`src/rtl/alu32_pkg.sv`:
```
package alu32_pkg;

  typedef enum logic [2:0] {
    OP_AND = 3'b000,
    OP_OR  = 3'b001,
    OP_ADD = 3'b010,
    OP_SUB = 3'b110,
    OP_SLT = 3'b111
  } alu_op_e;

  typedef enum logic [1:0] {
    SEL_AND  = 2'b00,
    SEL_OR   = 2'b01,
    SEL_SUM  = 2'b10,
    SEL_LESS = 2'b11
  } slice_sel_e;

  function automatic logic op_defined(logic [2:0] op);
    return (op == OP_AND) || (op == OP_OR) || (op == OP_ADD) ||
           (op == OP_SUB) || (op == OP_SLT);
  endfunction

endpackage

```
`src/rtl/alu_slice.sv`:
```
module alu_slice
  import alu32_pkg::*;
(
  input  logic       a,
  input  logic       b,
  input  logic       b_invert,
  input  logic       carry_in,
  input  logic       less,
  input  logic [1:0] sel,
  output logic       res,
  output logic       carry_o
);

  logic b_eff;
  logic sum;

  assign b_eff   = b ^ b_invert;
  assign sum     = a ^ b_eff ^ carry_in;
  assign carry_o = (a & b_eff) | (a & carry_in) | (b_eff & carry_in);

  always_comb begin
    unique case (sel)
      SEL_AND: res = a & b_eff;
      SEL_OR:  res = a | b_eff;
      SEL_SUM: res = sum;
      default: res = less;
    endcase
  end

endmodule

```
`src/rtl/alu_slice_msb.sv`:
```
module alu_slice_msb (
  input  logic       a,
  input  logic       b,
  input  logic       b_invert,
  input  logic       carry_in,
  input  logic       less,
  input  logic [1:0] sel,
  output logic       res,
  output logic       carry_o,
  output logic       sum_sign
);

  alu_slice u_core (
    .a        (a),
    .b        (b),
    .b_invert (b_invert),
    .carry_in (carry_in),
    .less     (less),
    .sel      (sel),
    .res      (res),
    .carry_o  (carry_o)
  );

  assign sum_sign = a ^ b ^ b_invert ^ carry_in;

endmodule

```
`src/rtl/alu_slt_unit.sv`:
```
module alu_slt_unit (
  input  logic a_sign,
  input  logic b_sign,
  input  logic diff_sign,
  output logic less
);

  // Equal signs: the difference cannot overflow, so its sign decides.
  // Unequal signs: the negative operand is the smaller one.
  always_comb begin
    if (a_sign == b_sign) less = diff_sign;
    else                  less = a_sign;
  end

endmodule

```
`src/rtl/alu_out_stage.sv`:
```
module alu_out_stage
  import alu32_pkg::*;
#(
  parameter int WIDTH = 32
) (
  input  logic [2:0]       op,
  input  logic             a_sign,
  input  logic             b_sign,
  input  logic             sum_sign,
  input  logic [WIDTH-1:0] raw_res,
  output logic [WIDTH-1:0] result,
  output logic             zero,
  output logic             overflow
);

  logic is_add;
  logic is_sub;

  assign is_add = (op == OP_ADD);
  assign is_sub = (op == OP_SUB);

  always_comb begin
    overflow = 1'b0;
    if (is_add) overflow = (a_sign == b_sign) && (sum_sign != a_sign);
    if (is_sub) overflow = (a_sign != b_sign) && (sum_sign != a_sign);
  end

  assign result = op_defined(op) ? raw_res : '0;
  assign zero   = ~|result;

endmodule

```
`src/rtl/alu32_sliced.sv`:
```
module alu32_sliced
  import alu32_pkg::*;
#(
  parameter int WIDTH = 32
) (
  input  logic [WIDTH-1:0] a_in,
  input  logic [WIDTH-1:0] b_in,
  input  logic [2:0]       op_in,
  output logic [WIDTH-1:0] result,
  output logic             carry_out,
  output logic             zero,
  output logic             overflow
);

  localparam int MSB = WIDTH - 1;

  logic [WIDTH:0]   carry;
  logic [WIDTH-1:0] less_w;
  logic [WIDTH-1:0] slice_res;
  logic             sum_msb;
  logic             slt_bit;

  assign carry[0]  = op_in[2];
  assign less_w    = {{(WIDTH-1){1'b0}}, slt_bit};
  assign carry_out = carry[WIDTH];

  for (genvar i = 0; i < WIDTH; i++) begin : g_bit
    if (i == MSB) begin : g_top
      alu_slice_msb u_bit (
        .a        (a_in[i]),
        .b        (b_in[i]),
        .b_invert (op_in[2]),
        .carry_in (carry[i]),
        .less     (less_w[i]),
        .sel      (op_in[1:0]),
        .res      (slice_res[i]),
        .carry_o  (carry[i+1]),
        .sum_sign (sum_msb)
      );
    end else begin : g_low
      alu_slice u_bit (
        .a        (a_in[i]),
        .b        (b_in[i]),
        .b_invert (op_in[2]),
        .carry_in (carry[i]),
        .less     (less_w[i]),
        .sel      (op_in[1:0]),
        .res      (slice_res[i]),
        .carry_o  (carry[i+1])
      );
    end
  end

  alu_slt_unit u_slt (
    .a_sign    (a_in[MSB]),
    .b_sign    (b_in[MSB]),
    .diff_sign (sum_msb),
    .less      (slt_bit)
  );

  alu_out_stage #(.WIDTH(WIDTH)) u_out (
    .op       (op_in),
    .a_sign   (a_in[MSB]),
    .b_sign   (b_in[MSB]),
    .sum_sign (sum_msb),
    .raw_res  (slice_res),
    .result   (result),
    .zero     (zero),
    .overflow (overflow)
  );

endmodule

```
`config.mk`:
```
export PLATFORM = sky130hd
export DESIGN_NAME = alu32_sliced
export DESIGN_NICKNAME = d
export VERILOG_FILES = /design/src/rtl/alu32_pkg.sv /design/src/rtl/alu_slice.sv /design/src/rtl/alu_slice_msb.sv /design/src/rtl/alu_slt_unit.sv /design/src/rtl/alu_out_stage.sv /design/src/rtl/alu32_sliced.sv
export SDC_FILE = /design/constraint.sdc
export NUM_CORES = 1
export LEC_CHECK = 0
export CORE_MARGIN = 2
export CORE_UTILIZATION = 54
export DETAILED_ROUTE_END_ITERATION = 16
export GPL_TIMING_DRIVEN = 0
export PLACE_DENSITY = 0.95
export SLEW_MARGIN = 20
export SYNTH_ARGS = -nofsm -noshare
export SYNTH_HDL_FRONTEND = slang
export SYNTH_HIERARCHICAL = 1
export SYNTH_SLANG_ARGS = --single-unit
```
`constraint.sdc`:
```
create_clock -name vclk -period 47.6
set_input_delay 9.52 -clock vclk [all_inputs]
set_output_delay 9.52 -clock vclk [all_outputs]
set_load 0.01 [all_outputs]
```
==> metrics.md <==
| Metric | Value |
|---|---|
| Outcome | `complete, no violations` |
| # diodes | `0` |
| WL/cell | `13.77 um` |
| CP endpoint kind | `output pin` |
| Detail Route Antenna Nets | `0` |
| Avg Vias per Cell | `4.771` |
| CP Launch Type | `primary input` |
| Combinational power share | `100.0%` |
| Synth unique cells | `21` |
| Arrival @ worst endpoint | `26270 ps` |
| Lkg Pwr | `2.211 nW` |
| Port bufs | `102` |
| Critical path class | `in2out` |
| Worst-margin pin slew | `643.3 ps` |
| Setup Viol. Count Final | `0` |
| Hold Crit Class | `in2out` |
| Layout clock buffers | `0` |
| Final hold viol count | `0` |
| Synth warnings | `6` |
| Share of cells above drive strength 1 | `14.22%` |
| Total power | `57.33 uW` |
| Biggest area consumer among synthesized cells | `ha_1` |
| Post-CTS sizing | `0` |
| Share of the synthesized area in the top cell type | `24.58%` |
| Cell area after synthesis | `0.003258 mm^2` |
| Avg Inst Size Synth | `10.31 um^2` |
| Seq pwr share | `0%` |
| Register area | `0 um^2` |
| Seq/Total Area, Yosys | `0%` |
| Vias in the first global route | `2787` |
| Pwr dens | `12.66 mW/mm^2` |
| Hold-fix buffers, CTS | `0` |
| Core Rows | `28` |
| Core ar. | `0.005886 mm^2` |
| P&R area growth vs syn | `38.98%` |
| Rel. slew slack | `57.11%` |
| Clock Power Share | `0%` |
| Drt first-iter violations | `44` |
| DR vias | `2505` |
| Worst VDD drop | `0.01006 mV` |
| Unrepaired setup endpoints after global routing | `no` |
| Top-count cell post-synth | `inv_1` |
| Total negative slack | `0 ps` |
| Fin nets | `615` |
| Largest net degree at the start of global routing | `36` |
| Post-Synthesis Cells | `316` |
| P_sw | `25.00 uW` |
| Synth top cells by count | `96 x inv_1, 64 x ha_1, 33 x xor2_1` |
| Total gr overflow | `0` |
| Max-slew violations | `0` |
| Fin util | `76.93%` |
| Largest fanout on the critical path | `19` |
| Sequential cell count | `0` |
| RePlAce Congestion | `0.7455` |
| Hpwl dp | `6.338 mm` |
| Die ar. | `0.006671 mm^2` |
| Setup Buffers After CTS | `0` |
| Io pins | `102` |
| Max_cap viols | `0` |
| Chip height | `81.68 um` |
| Largest stage delay, worst path | `590 ps` |
| Die X-Extent | `81.68 um` |
| Total GRT Usage | `23.63%` |
| Tmin final | `35790 ps` |
| Pint | `32.32 uW` |
| CP Data Required Time | `38080 ps` |
| First-pass GRT wire length | `12.45 mm` |
| Largest cells by area after synthesis | `ha_1 25%, mux4_2 22%, fa_1 20%, inv_1 11%, xor2_1 8.9%` |
| Initial antenna violation count | `0` |
| CP max stage cell | `clkdlybuf4s50_1` |
| CP most frequent cell | `fa_1` |
| Fmax | `27.94 MHz` |
| Final WL | `7.231 mm` |
| DR pass1 iterations | `4` |
| Initial Util | `55.36%` |
| DRC errors left | `0` |
| Switch share | `43.61%` |
| Fin crit share | `75.18%` |
-- cell families (layout without fill, tap and decap cells) --
family          after synthesis  after routing  synth area share (%)
other cells                   1             31                0.1151
buf+inv                      99            203                 12.10
mux                          34             34                 22.89
xor+xnor                     36             36                 9.678
compound gates                2              2                0.3069
simple gates                 48             48                 10.68
fa+ha+maj                    96             96                 44.24
-- layout by cell type (no fill, tap or decap), drive strengths merged --
| cell | netlist | routed |
|---|---|---|
| clkdlybuf4s50 | 0 | 99 |
| inv | 96 | 96 |
| ha | 64 | 64 |
| xor2 | 33 | 33 |
| mux4 | 32 | 32 |
| fa | 32 | 32 |
| and2 | 32 | 32 |
| conb | 1 | 31 |
| nor4 | 8 | 8 |
| buf | 3 | 8 |
| xnor2 | 3 | 3 |
| nand2 | 2 | 2 |
| nand4 | 2 | 2 |
| nor2b | 2 | 2 |
| o21ai | 2 | 2 |
| mux2 | 1 | 1 |
| mux2i | 1 | 1 |
| nor3b | 1 | 1 |
| nor2 | 1 | 1 |
-- worst max-delay path, delay by kind of cell --
family / cells / cell delay (ps)
simple gates: 3 / 670
compound gates: 2 / 250
buf+inv: 3 / 1310
mux: 1 / 490
xor+xnor: 3 / 500
fa+ha+maj: 31 / 13500
-- metrics by stage --
step | area [um^2] | cells | hold WS [ps] | setup slack, ps
after floorplan | 3371 | 346 | 19090 | 13810
after global placement | 4486 | 523 | 20410 | 10140
after detailed placement | 4528 | 525 | 20020 | 11680
after CTS | 4528 | 525 | 20020 | 11610
after global routing | 4528 | 525 | 20060 | 10990
final | 4528 | 525 | 20010 | 11810
-- worst paths after layout --
| check | cells past startpoint | to | startpoint |
|---|---|---|---|
| worst max-delay path | 43 | zero | op_in[2] |
| worst min-delay path | 3 | overflow | op_in[0] |
-- area by class of cell --
class | count | area, um^2
Fill cell | 405 | 1358
Inverter | 96 | 360.3
Tap cell | 75 | 93.84
Timing Repair Buffer | 104 | 1064
Multi-Input combinational cell | 247 | 2977
Buffer | 3 | 33.78
-- power by group through the flow --
stage	clock [mW]	sequential, mW	combinational, mW
6_report	0	0	0.0573
5_1_grt	0	0	0.0642
4_1_cts	0	0	0.0582
3_5_place_dp	0	0	0.0579
3_3_place_gp	0	0	0.0543
2_1_floorplan	0	0	0.0324
-- routing by layer --
layer	GRT usage (%)	wire length, um	vias up	share of wire, %
li1	-	-	1209	-
met1	28.05	2854	1229	39
met2	48.52	4054	63	56
met3	0.8791	269	4	3.7
met4	1.833	53	0	0.73
met5	0	0	-	0
(Power assumes the default switching activity.)
